$ cat src/rtl/iobus_slave_pkg.sv
package iobus_slave_pkg;

  typedef enum logic [1:0] {
    ST_IDLE = 2'd0,
    ST_ACK  = 2'd1,
    ST_HOLD = 2'd2
  } bus_state_e;

  localparam int DATA_W = 16;

  // Low byte of an identification word; every index not listed reads zero.
  function automatic logic [7:0] id_byte(input int idx,
                                         input logic [7:0] mfr,
                                         input logic [7:0] model);
    logic [7:0] b;
    case (idx)
      0:       b = 8'h49;
      1:       b = 8'h50;
      2:       b = 8'h41;
      3:       b = 8'h43;
      4:       b = mfr;
      5:       b = model;
      12:      b = 8'h0C;
      default: b = 8'h00;
    endcase
    return b;
  endfunction

endpackage

$ cat src/rtl/iobus_addr_decode.sv
module iobus_addr_decode #(
  parameter int ADDR_W  = 6,
  parameter int IO_AW   = 3,
  parameter int LOC_AW  = 2,
  parameter int ID_AW   = 5,
  parameter int NUM_DEV = 2
) (
  input  logic               io_sel_n,
  input  logic               id_sel_n,
  input  logic               rd_wr,
  input  logic [1:0]         ben_n,
  input  logic [ADDR_W-1:0]  addr,
  output logic               io_hit,
  output logic               id_hit,
  output logic               full_xfer,
  output logic [NUM_DEV-1:0] dev_sel
);
  localparam int DEV_W = IO_AW - LOC_AW;

  // A select is valid only when the other space is idle and the upper bits are clear.
  assign io_hit    = !io_sel_n && id_sel_n && (addr[ADDR_W-1:IO_AW] == '0);
  assign id_hit    = !id_sel_n && io_sel_n && rd_wr && (addr[ADDR_W-1:ID_AW] == '0);
  assign full_xfer = rd_wr || (ben_n == 2'b00);

  for (genvar g = 0; g < NUM_DEV; g++) begin : g_dev
    assign dev_sel[g] = (addr[IO_AW-1:LOC_AW] == DEV_W'(g));
  end

endmodule

$ cat src/rtl/iobus_id_pattern.sv
module iobus_id_pattern
  import iobus_slave_pkg::*;
#(
  parameter int         ID_AW      = 5,
  parameter logic [7:0] MFR_CODE   = 8'hF0,
  parameter logic [7:0] MODEL_CODE = 8'h22
) (
  input  logic [ID_AW-1:0]  idx,
  output logic [DATA_W-1:0] word
);
  always_comb begin
    word = '0;
    word[7:0] = id_byte(int'(idx), MFR_CODE, MODEL_CODE);
  end
endmodule

$ cat src/rtl/iobus_slave.sv
module iobus_slave
  import iobus_slave_pkg::*;
#(
  parameter int         ADDR_W       = 6,
  parameter int         NUM_DEV      = 2,
  parameter int         LOCS_PER_DEV = 4,
  parameter int         ID_WORDS     = 32,
  parameter logic [7:0] MFR_CODE     = 8'hF0,
  parameter logic [7:0] MODEL_CODE   = 8'h22
) (
  input  logic               clk,
  input  logic               rst_n,
  input  logic               io_sel_n,
  input  logic               id_sel_n,
  input  logic               rd_wr,
  input  logic [1:0]         ben_n,
  input  logic [ADDR_W-1:0]  addr,
  output logic               ack_n,
  output logic [15:0]        dout,
  output logic [NUM_DEV-1:0] dac_cs_n,
  output logic               dac_rd_n,
  output logic               dac_wr_n,
  output logic               xcvr_dir,
  output logic               xcvr_oe_n
);
  localparam int LOC_AW = $clog2(LOCS_PER_DEV);
  localparam int IO_AW  = LOC_AW + $clog2(NUM_DEV);
  localparam int ID_AW  = $clog2(ID_WORDS);

  logic               io_hit, id_hit, full_xfer;
  logic [NUM_DEV-1:0] dev_sel;
  logic [DATA_W-1:0]  id_word;

  iobus_addr_decode #(
    .ADDR_W(ADDR_W), .IO_AW(IO_AW), .LOC_AW(LOC_AW),
    .ID_AW(ID_AW), .NUM_DEV(NUM_DEV)
  ) u_dec (
    .io_sel_n(io_sel_n), .id_sel_n(id_sel_n), .rd_wr(rd_wr),
    .ben_n(ben_n), .addr(addr), .io_hit(io_hit), .id_hit(id_hit),
    .full_xfer(full_xfer), .dev_sel(dev_sel)
  );

  iobus_id_pattern #(
    .ID_AW(ID_AW), .MFR_CODE(MFR_CODE), .MODEL_CODE(MODEL_CODE)
  ) u_id (
    .idx(addr[ID_AW-1:0]), .word(id_word)
  );

  bus_state_e         state_q, state_d;
  logic               io_kind_q, io_kind_d;
  logic               ack_q, ack_d;
  logic [NUM_DEV-1:0] cs_q, cs_d;
  logic               rd_q, rd_d, wr_q, wr_d;
  logic               dir_q, dir_d;
  logic               busy_q, busy_d;
  logic [DATA_W-1:0]  dout_q, dout_d;
  logic               dout_en;
  logic               own_sel;

  assign own_sel = io_kind_q ? !io_sel_n : !id_sel_n;

  // Next-state process
  always_comb begin
    state_d   = state_q;
    io_kind_d = io_kind_q;
    ack_d     = 1'b0;
    cs_d      = '0;
    rd_d      = 1'b0;
    wr_d      = 1'b0;
    dir_d     = dir_q;
    busy_d    = busy_q;
    dout_d    = dout_q;
    dout_en   = 1'b0;
    case (state_q)
      ST_IDLE: begin
        if (io_hit) begin
          state_d   = ST_ACK;
          io_kind_d = 1'b1;
          ack_d     = 1'b1;
          dir_d     = rd_wr;
          busy_d    = 1'b1;
          if (full_xfer) begin
            cs_d = dev_sel;
            rd_d = rd_wr;
            wr_d = !rd_wr;
          end
        end else if (id_hit) begin
          state_d   = ST_ACK;
          io_kind_d = 1'b0;
          ack_d     = 1'b1;
          dout_d    = id_word;
          dout_en   = 1'b1;
        end
      end
      ST_ACK, ST_HOLD: begin
        if (own_sel) begin
          state_d = ST_HOLD;
        end else begin
          state_d = ST_IDLE;
          busy_d  = 1'b0;
          dout_d  = '0;
          dout_en = 1'b1;
        end
      end
      default: state_d = ST_IDLE;
    endcase
  end

  // Register process
  always_ff @(posedge clk or negedge rst_n) begin
    if (!rst_n) begin
      state_q   <= ST_IDLE;
      io_kind_q <= 1'b0;
      ack_q     <= 1'b0;
      cs_q      <= '0;
      rd_q      <= 1'b0;
      wr_q      <= 1'b0;
      dir_q     <= 1'b0;
      busy_q    <= 1'b0;
      dout_q    <= '0;
    end else begin
      state_q   <= state_d;
      io_kind_q <= io_kind_d;
      ack_q     <= ack_d;
      cs_q      <= cs_d;
      rd_q      <= rd_d;
      wr_q      <= wr_d;
      dir_q     <= dir_d;
      busy_q    <= busy_d;
      if (dout_en) dout_q <= dout_d;
    end
  end

  assign ack_n     = !ack_q;
  assign dac_cs_n  = ~cs_q;
  assign dac_rd_n  = !rd_q;
  assign dac_wr_n  = !wr_q;
  assign xcvr_dir  = dir_q;
  assign dout      = dout_q;
  // Released straight from the select, without waiting for an edge.
  assign xcvr_oe_n = !(busy_q && !io_sel_n);

endmodule

$ cat config.mk
export PLATFORM = sky130hd
export DESIGN_NAME = iobus_slave
export DESIGN_NICKNAME = d
export VERILOG_FILES = /design/src/rtl/iobus_slave_pkg.sv /design/src/rtl/iobus_addr_decode.sv /design/src/rtl/iobus_id_pattern.sv /design/src/rtl/iobus_slave.sv
export SDC_FILE = /design/constraint.sdc
export NUM_CORES = 1
export LEC_CHECK = 0
export BUFFER_PORTS_ARGS = -buffer_cell sky130_fd_sc_hd__buf_2
export CELL_PAD_IN_SITES_DETAIL_PLACEMENT = 0
export CELL_PAD_IN_SITES_GLOBAL_PLACEMENT = 1
export CORE_MARGIN = 3
export CORE_UTILIZATION = 44
export CTS_BUF_LIST = sky130_fd_sc_hd__clkbuf_8 sky130_fd_sc_hd__clkbuf_16
export CTS_CLUSTER_SIZE = 20
export DETAILED_ROUTE_END_ITERATION = 10
export GPL_ROUTABILITY_DRIVEN = 0
export PLACE_DENSITY_LB_ADDON = 0.1
export SETUP_SLACK_MARGIN = 0.3
export SYNTH_ARGS = -nofsm -noshare
export SYNTH_HDL_FRONTEND = slang
export SYNTH_HIERARCHICAL = 1
export SYNTH_SLANG_ARGS = --single-unit
export TNS_END_PERCENT = 1
$ cat constraint.sdc
create_clock -name clk -period 3.8 [get_ports clk]
set_clock_uncertainty 0.2 [all_clocks]
set_input_delay 0.57 -clock clk [delete_from_list [all_inputs] [get_ports clk]]
set_output_delay 0.57 -clock clk [all_outputs]
set_load 0.02 [all_outputs]
==> results.sh, run 1 <==
export IMPL_status="finished clean"
export IMPL_post_drt_wl_per_cell_um=12.9
export IMPL_tritoncts="yes"
export IMPL_crit_type="flip-flop to flip-flop"
export IMPL_synth_edff_count=0
export IMPL_syn_avg_cell_area_sq_um=9.75
export IMPL_peakVddDrop_uv=369
export IMPL_ys_top_cells_by_area="dfrtp_1 (40%), inv_1 (9.5%), o221ai_2 (9.3%)"
export IMPL_die_area_sq_mm=0.00444
export IMPL_yosys_area_share_adder_pct=2.32
export IMPL_cts_buffers=3
export IMPL_timing_final_crit_share_pct=68.5
export IMPL_final_min_clock_period_ns=2.60
export IMPL_final_hold_viol_count=0
export IMPL_hpwl_um=2210
export IMPL_pin_count=36
export IMPL_power_leakage_nw=0.805
export IMPL_clock_sinks=26
export IMPL_yosysTopAreaCellShare_pct=40.2
export IMPL_drc_errors=0
export IMPL_die_width_um=66.6
export IMPL_grt_pass1_vias=1139
export IMPL_critPathLaunchType="flip-flop"
export IMPL_max_stage_delay_ns=0.98
export IMPL_antenna_found_initial=0
export IMPL_syn_to_final_growth_pct=11.4
export IMPL_power_density_mw_per_mm2=604
export IMPL_rsz0062_at_grt="false"
export IMPL_finalSetupViolCount=0
export IMPL_total_power_w=0.00109
export IMPL_yosysWarnings=6
export IMPL_insertion_delay_ns=0.26
export IMPL_drive_above_1_share_pct=29.1
export IMPL_track_usage_pct=15.5
export IMPL_fin_nets=213
export IMPL_synth_xor_area_share_pct=1.62
export IMPL_met1_length_um=1390
export IMPL_synth_top_family_by_area="buffers and inverters"
export IMPL_htree_levels=1
export IMPL_crit_fanout=20
export IMPL_grt_max_degree=27
export IMPL_start_util_pct=47.0
export IMPL_wl_met2_um=1500
export IMPL_cts_max_path_buffers=2
export IMPL_rows=21
export IMPL_num_antenna_cells=0
export IMPL_slew_headroom_pct=49.0
export IMPL_syn_inst=166
export IMPL_first_iter_violations=54
export IMPL_critPathArrivalTime_ns=2.58
export IMPL_dominantRegCellSynth="dfrtp_1"
export IMPL_yosys_cell_count_top_type="inv_1"
export IMPL_dp_cells=238
export IMPL_ant_nets=0
export IMPL_portBuffers=35
export IMPL_worstSetupEndpointType="flip-flop"
export IMPL_wl_um=3120
export IMPL_path_clk_slew_ns=0.09
export IMPL_overflow=0
export IMPL_yosysTopAreaCell="dfrtp_1"
export IMPL_synth_compound_area_share_pct=17.1
export IMPL_fmax_ghz=0.384
export IMPL_finalNonFillerCells=242
export IMPL_setup_tns_final_ns=0
export IMPL_top_layer_used="met4"
export IMPL_yosys_register_bits=26
export IMPL_ff2ff_setup_slack_ns=1.20
export IMPL_syn_cell_area_sq_mm=0.00162
export IMPL_cp_data_required_time_ns=3.77
export IMPL_synth_simple_gate_area_share_pct=18.2
export IMPL_met3_length_um=195
export IMPL_grt_pass1_wl_um=5250
export IMPL_cp_slowest_cell="or4_1"
export IMPL_hold_class="input port to async pin"
export IMPL_maxCapViolCount=0
export IMPL_ys_seq_area_share_pct=40.2
export IMPL_synth_async_reset_ratio_pct=100
export IMPL_die_h_um=66.6
export IMPL_ys_types=37
export IMPL_drtPass1Iterations=4
export IMPL_post_route_util_pct=52.4
export IMPL_cts_root_buf="clkbuf_8"
export IMPL_cts_hold_buffers=0
export IMPL_crit_chain="inv_1 -> ha_1 -> or4_1 -> o221ai_1"
export IMPL_max_slew_worst_pin_slew_ns=0.764
export IMPL_via_per_inst=4.94
export IMPL_synth_common_cells="inv_1 (41), dfrtp_1 (26), nand3_1 (16), o221ai_2 (10), buf_4 (9)"
export IMPL_core_sq_mm=0.00344
export IMPL_vias=1195
export IMPL_cts_resized=0
export IMPL_cts_setup_buffers=0
export IMPL_muxShareOfSynthArea_pct=1.93
export IMPL_slew_viol_final=0
==> cells by family (layout without fill, tap and decap cells) <==
family	count (synthesis)	count (layout)
fa+ha+maj	3	3
buf+inv	59	82
simple gates	47	47
other cells	1	8
xor+xnor	3	3
flops	26	26
compound gates	24	24
mux	3	3
==> worst max-delay path: cells and delay by family (launching register included) <==
kind,cells,cell delay (ns)
and+or+nand+nor,1,0.98
adders and majority gates,1,0.56
DFF,1,0.36
AOI/OAI and AO/OA,1,0.33
buffers and inverters,1,0.08
==> per-stage QoR <==
step	setup slack (ns)	instance area (sq um)	hold WS, ns
after floorplan	1.63	1640	0.0744
after global placement	1.18	1750	0.293
after detailed placement	1.07	1750	0.293
after CTS	1.15	1800	0.121
after global routing	1.01	1800	0.134
final	1.20	1800	0.0997
==> layout make-up <==
| class | instances | area (sq um) |
|---|---|---|
| Fill cell | 344 | 1640 |
| Multi-Input combinational cell | 88 | 696 |
| Sequential cell | 26 | 651 |
| Timing Repair Buffer | 37 | 190 |
| Inverter | 41 | 154 |
| Tap cell | 46 | 57.6 |
| Clock buffer | 4 | 55.1 |
==> per-layer routing <==
metal	global-route usage, %	up-vias
met3	2.70	4
met4	4.57	0
met5	0	-
met2	26.1	33
li1	-	592
met1	20.3	566
==> state kept, by name (all words and copies together), names as in the netlist <==
register	cells
io_kind_q	1
state_q	2
rd_q	1
xcvr_dir	1
dout	16
wr_q	1
busy_q	1
cs_q	2
ack_q	1
==> power by group <==
part | internal, W | leakage (nW) | total (W) | switching (W)
combinational | 0.000184 | 0.426 | 0.000531 | 0.000347
sequential | 0.000340 | 0.350 | 0.000383 | 0.0000426
clock | 0.0000925 | 0.0288 | 0.000175 | 0.0000829
total | 0.000617 | 0.805 | 0.00109 | 0.000472
==> path summary, 6_finish.rpt <==
path | cells past startpoint | endpoint | from
setup / recovery | 4 | dout[1] | state_q[0]
hold / removal | 1 | rd_q | rst_n
setup reg to reg | 4 | dout[1] | state_q[0]
hold reg to reg | 1 | xcvr_dir | xcvr_dir
max in group asynchronous | 1 | dout[5] | rst_n
min in group clk | 2 | wr_q | rd_wr
==> placed cells by master (no fill, tap or decap), types with 4 or more instances in the layout <==
cell type / Yosys / routed
o221ai_2: 10 / 10
clkbuf_8: 0 / 4
conb_1: 1 / 8
nand3_1: 16 / 16
nor2b_1: 5 / 5
and2_1: 5 / 5
o221ai_1: 6 / 6
buf_2: 3 / 35
inv_1: 41 / 41
nand2_1: 4 / 4
dfrtp_1: 26 / 26
Note: power is estimated with default switching activity, not from simulation.
==> inputs of run 2 (changes only) <==
CORE_UTILIZATION = 41   (was 44)
clock period = 2.7 ns   (was 3.8 ns; I/O delays follow)
==> run 2 against run 1 <==
Total power up 49%. Clock power up 83%. Die area up 6.7%. Sequential cell count unchanged. Fmax up 24%. Count of clock-buffer cells in the layout down 1. Routed wire length down 0.64%. Global-route usage down 0.55 points. Core utilization down 3.0 points. Cell area up 2.4%. Cell count up 2.1%.
==> results.sh, run 2 (synthesis results as in run 1) <==
export IMPL_final_hold_viol_count=0
export IMPL_rows=22
export IMPL_r2r_end="dout[13]"
export IMPL_drc_errors=0
export IMPL_power_leakage_nw=0.825
export IMPL_tritoncts="yes"
export IMPL_start_util_pct=43.2
export IMPL_ff2ff_setup_slack_ns=0.59
export IMPL_crit_chain="inv_1 -> ha_1 -> nand2b_2 -> a2111oi_4 -> buf_4 -> o221ai_1"
export IMPL_track_usage_pct=15.0
export IMPL_hpwl_um=2200
export IMPL_final_common_cell="inv_1"
export IMPL_cts_root_buf="clkbuf_8"
export IMPL_hold_class="input port to flip-flop"
export IMPL_crit_cells=6
export IMPL_post_drt_wl_per_cell_um=12.5
export IMPL_crit_type="flip-flop to flip-flop"
export IMPL_rr_worst_depth=6
export IMPL_htree_levels=1
export IMPL_via_per_inst=4.75
export IMPL_clock_sinks=26
export IMPL_setup_tns_final_ns=0
export IMPL_cp_slowest_cell="dfrtp_1"
export IMPL_rsz0062_at_grt="false"
export IMPL_fin_nets=216
export IMPL_wl_um=3100
export IMPL_dpl_cell_area_sq_mm=0.00177
export IMPL_largest_reg_flops=16
export IMPL_design_area_sq_mm=0.00185
export IMPL_final_cell_mix="inv_1 (41), buf_2 (35), dfrtp_1 (26)"
export IMPL_ant_nets=0
export IMPL_timing_final_crit_share_pct=78.1
export IMPL_drtPass1Iterations=4
export IMPL_worstSetupEndpoint="dout[13]"
export IMPL_pin_count=36
export IMPL_crit_fanout=16
export IMPL_cts_max_path_buffers=2
export IMPL_critPathArrivalTime_ns=2.04
export IMPL_max_slew_worst_pin_slew_ns=0.589
export IMPL_maxCapViolCount=0
export IMPL_crit_start="state_q[0]"
export IMPL_insertion_delay_ns=0.26
export IMPL_portBuffers=35
export IMPL_grt_max_degree=27
export IMPL_r2r_start="state_q[0]"
export IMPL_final_min_clock_period_ns=2.11
export IMPL_cts_buffers=3
export IMPL_critPathBufInv=2
export IMPL_cts_resized=0
export IMPL_cp_top_family="compound AO/OA/AOI/OAI gates"
export IMPL_die_area_sq_mm=0.00474
export IMPL_finalSetupViolCount=0
export IMPL_grt_pass1_vias=1104
export IMPL_worstSetupEndpointType="flip-flop"
export IMPL_finalNonFillerCells=247
export IMPL_max_stage_delay_ns=0.39
export IMPL_overflow=0
export IMPL_die_width_um=68.8
export IMPL_cp_data_required_time_ns=2.63
export IMPL_vias=1174
export IMPL_path_clk_slew_ns=0.09
export IMPL_dp_cells=242
export IMPL_first_iter_violations=56
export IMPL_slew_viol_final=0
export IMPL_num_antenna_cells=0
export IMPL_drive_above_1_share_pct=29.6
export IMPL_cts_setup_buffers=0
export IMPL_status="finished clean"
export IMPL_antenna_found_initial=0
export IMPL_slew_headroom_pct=60.7
export IMPL_power_density_mw_per_mm2=879
export IMPL_die_h_um=68.8
export IMPL_syn_to_final_growth_pct=14.2
export IMPL_critPathLaunchType="flip-flop"
export IMPL_fmax_ghz=0.474
export IMPL_core_sq_mm=0.00374
export IMPL_grt_pass1_wl_um=5220
export IMPL_peakVddDrop_uv=593
[run 2: changes by cell type in the layout (fill, tap and decap cells not counted), sizes merged]
cell	before	now
buf	37	39
bufinv	0	1
clkbuf	4	3
dlygate4sd3	0	1
[run 2: repair_timing]
| item | 4_1_cts | 5_1_grt |
|---|---|---|
| endpoints found under the hold margin | 26 | 0 |
| setup endpoints to repair | 0 | 0 |
| hold buffers | 1 | 0 |
[run 2: stage by stage]
stage | hold WS, ns | worst slack (ns) | utilization, % | total power (W)
after CTS | 0.120 | 0.569 | 49.3 | 0.00166
after detailed placement | 0.258 | 0.376 | 47.2 | 0.00133
after global routing | 0.139 | 0.410 | 49.3 | 0.00175
after global placement | 0.246 | 0.491 | 47.2 | 0.00131
after floorplan | -0.0906 | 0.692 | - | 0.00113
final | 0.132 | 0.591 | 49.3 | 0.00162
[run 2: power breakdown]
part           total [W]  leakage (nW)  internal [W]  switching, W
clock           0.000320        0.0357      0.000198      0.000122
sequential      0.000538         0.350      0.000479     0.0000590
combinational   0.000764         0.440      0.000274      0.000490
[run 2: worst reg2reg max path, delay by kind of cell (launching register included)]
kind                       cells  cell delay [ns]
AOI/OAI and AO/OA              2             0.51
and+or+nand+nor                1             0.11
adders and majority gates      1             0.36
DFF                            1             0.39
buffers and inverters          2             0.41
[run 2: layout make-up]
class | count | area, sq um
Clock buffer | 3 | 41.3
Clock inverter | 1 | 30.0
Fill cell | 364 | 1900
Inverter | 41 | 154
Multi-Input combinational cell | 88 | 696
Sequential cell | 26 | 651
Tap cell | 48 | 60.1
Timing Repair Buffer | 40 | 215
[run 2: worst min-delay path by stage]
stage               slack (ns)    end  cells past startpoint   from
global placement          0.25   wr_q                      1  rst_n
detailed placement        0.26   wr_q                      1  rst_n
global route              0.14   wr_q                      2  rd_wr
CTS                       0.12   wr_q                      2  rd_wr
finish                    0.13   wr_q                      2  rd_wr
floorplan                -0.09  ack_q                      0  rst_n
[run 2: routing by layer]
metal | part of all wire, % | routed length [um] | vias to the layer above | track usage (%)
li1 | - | - | 598 | -
met5 | 0 | 0 | - | 0
met4 | 0.81 | 25 | 0 | 5.84
met2 | 47 | 1470 | 21 | 23.6
met3 | 4.6 | 143 | 2 | 2.76
met1 | 47 | 1460 | 553 | 20.3
==> inputs of run 3 (changes only) <==
clock period = 2.1 ns   (was 2.7 ns; I/O delays follow)
==> run 3 against run 2 <==
Combinational power rose by 51%. Sequential share of layout area shrank 1.8 points. Largest cell class unchanged. Hold slack worse by 0.019 ns. Via count up 5.5%.
==> results.sh, run 3 (synthesis results as in run 1) <==
export IMPL_grt_pass1_wl_um=5440
export IMPL_critPathArrivalTime_ns=1.88
export IMPL_power_density_mw_per_mm2=1120
export IMPL_drc_errors=0
export IMPL_cts_buffers=3
export IMPL_grt_max_degree=27
export IMPL_grt_pass1_vias=1155
export IMPL_pin_count=36
export IMPL_ant_nets=0
export IMPL_first_iter_violations=56
export IMPL_portBuffers=35
export IMPL_hold_class="input port to flip-flop"
export IMPL_start_util_pct=43.2
export IMPL_crit_type="flip-flop to flip-flop"
export IMPL_max_slew_worst_pin_slew_ns=0.618
export IMPL_fin_nets=222
export IMPL_cp_data_required_time_ns=2.09
export IMPL_antenna_found_initial=0
export IMPL_power_leakage_nw=0.858
export IMPL_worstSetupEndpointType="flip-flop"
export IMPL_drive_above_1_share_pct=35.6
export IMPL_final_common_cell="inv_1"
export IMPL_tritoncts="yes"
export IMPL_core_sq_mm=0.00374
export IMPL_vias=1239
export IMPL_hp_start="rd_wr"
export IMPL_cts_root_buf="clkbuf_8"
export IMPL_final_min_clock_period_ns=1.90
export IMPL_post_route_util_pct=51.9
export IMPL_post_drt_wl_per_cell_um=12.7
export IMPL_fmax_ghz=0.528
export IMPL_via_per_inst=4.90
export IMPL_finalSetupViolCount=0
export IMPL_status="finished clean"
export IMPL_final_cell_mix="inv_1 (38), buf_2 (35), dfrtp_1 (26)"
export IMPL_crit_start="state_q[1]"
export IMPL_hpwl_um=2290
export IMPL_wl_um=3230
export IMPL_setup_tns_final_ns=0
export IMPL_die_h_um=68.8
export IMPL_htree_levels=1
export IMPL_setup_ws_ns=0.205
export IMPL_slew_viol_final=0
export IMPL_slew_headroom_pct=58.8
export IMPL_drtPass1Iterations=4
export IMPL_clock_sinks=26
export IMPL_maxCapViolCount=0
export IMPL_rows=22
export IMPL_overflow=0
export IMPL_largest_reg_flops=16
export IMPL_syn_to_final_growth_pct=20.2
export IMPL_crit_fanout=10
export IMPL_timing_final_crit_share_pct=90.2
export IMPL_rsz0062_at_grt="true"
export IMPL_peakVddDrop_uv=908
export IMPL_critPathLaunchType="flip-flop"
export IMPL_total_power_w=0.00217
export IMPL_die_width_um=68.8
export IMPL_path_clk_slew_ns=0.09
export IMPL_die_area_sq_mm=0.00474
export IMPL_track_usage_pct=15.5
export IMPL_insertion_delay_ns=0.26
export IMPL_num_antenna_cells=0
export IMPL_cts_max_path_buffers=2
export IMPL_final_hold_viol_count=0
export IMPL_dp_slack_ns=0.0163
export IMPL_r2r_start="state_q[1]"
==> run 3: metal layers <==
metal  vias to the layer above  GRT usage, %  part of all wire, %
li1                        616             -                    -
met1                       600          21.0                   46
met2                        21          25.1                   48
met3                         2          2.76                  5.0
met4                         0          4.38                 0.43
met5                         -             0                    0
==> run 3: where the power goes <==
part | switching, W | total (W) | internal (W)
combinational | 0.000671 | 0.00115 | 0.000481
sequential | 0.0000776 | 0.000694 | 0.000616
clock | 0.000158 | 0.000325 | 0.000168
total | 0.000907 | 0.00217 | 0.00126
==> run 3: what timing repair did <==
| action | 4_1_cts | 5_1_grt |
|---|---|---|
| buffers inserted | 5 | 0 |
| resized for setup | 2 | 1 |
| setup endpoints to repair | 16 | 16 |
| hold endpoints to repair | 26 | 0 |
| hold buffers | 1 | 0 |
==> run 3: worst paths after layout <==
kind | to | slack (ns) | depth (start not counted)
min in group asynchronous | dout[7] | 0.39 | 2
setup / recovery | dout[0] | 0.20 | 5
setup reg to reg | dout[0] | 0.20 | 5
max in group asynchronous | dout[11] | 0.91 | 2
hold / removal | wr_q | 0.11 | 3
hold reg to reg | xcvr_dir | 0.31 | 1
==> run 3: through the flow <==
stage / area (sq um) / hold slack (ns) / instances
2_1_floorplan: 1670 / -0.181 / 173
3_3_place_gp: 1820 / 0.153 / 243
3_5_place_dp: 1820 / 0.161 / 243
4_1_cts: 1940 / 0.103 / 253
5_1_grt: 1940 / 0.120 / 253
6_report: 1940 / 0.112 / 253
==> run 3: area by class of cell <==
type	count	area (sq um)
multi-input combinational	88	737
timing repair buffer	46	285
fill	364	1800
clock buffer	4	55.1
inverter	41	156
tap	48	60.1
sequential	26	651
==> run 3: critical path, stage by stage (launching register included) <==
cell	delay [ns]
dfrtp_1	0.40
inv_2	0.11
ha_4	0.23
or4_4	0.55
buf_12	0.16
o221ai_1	0.16
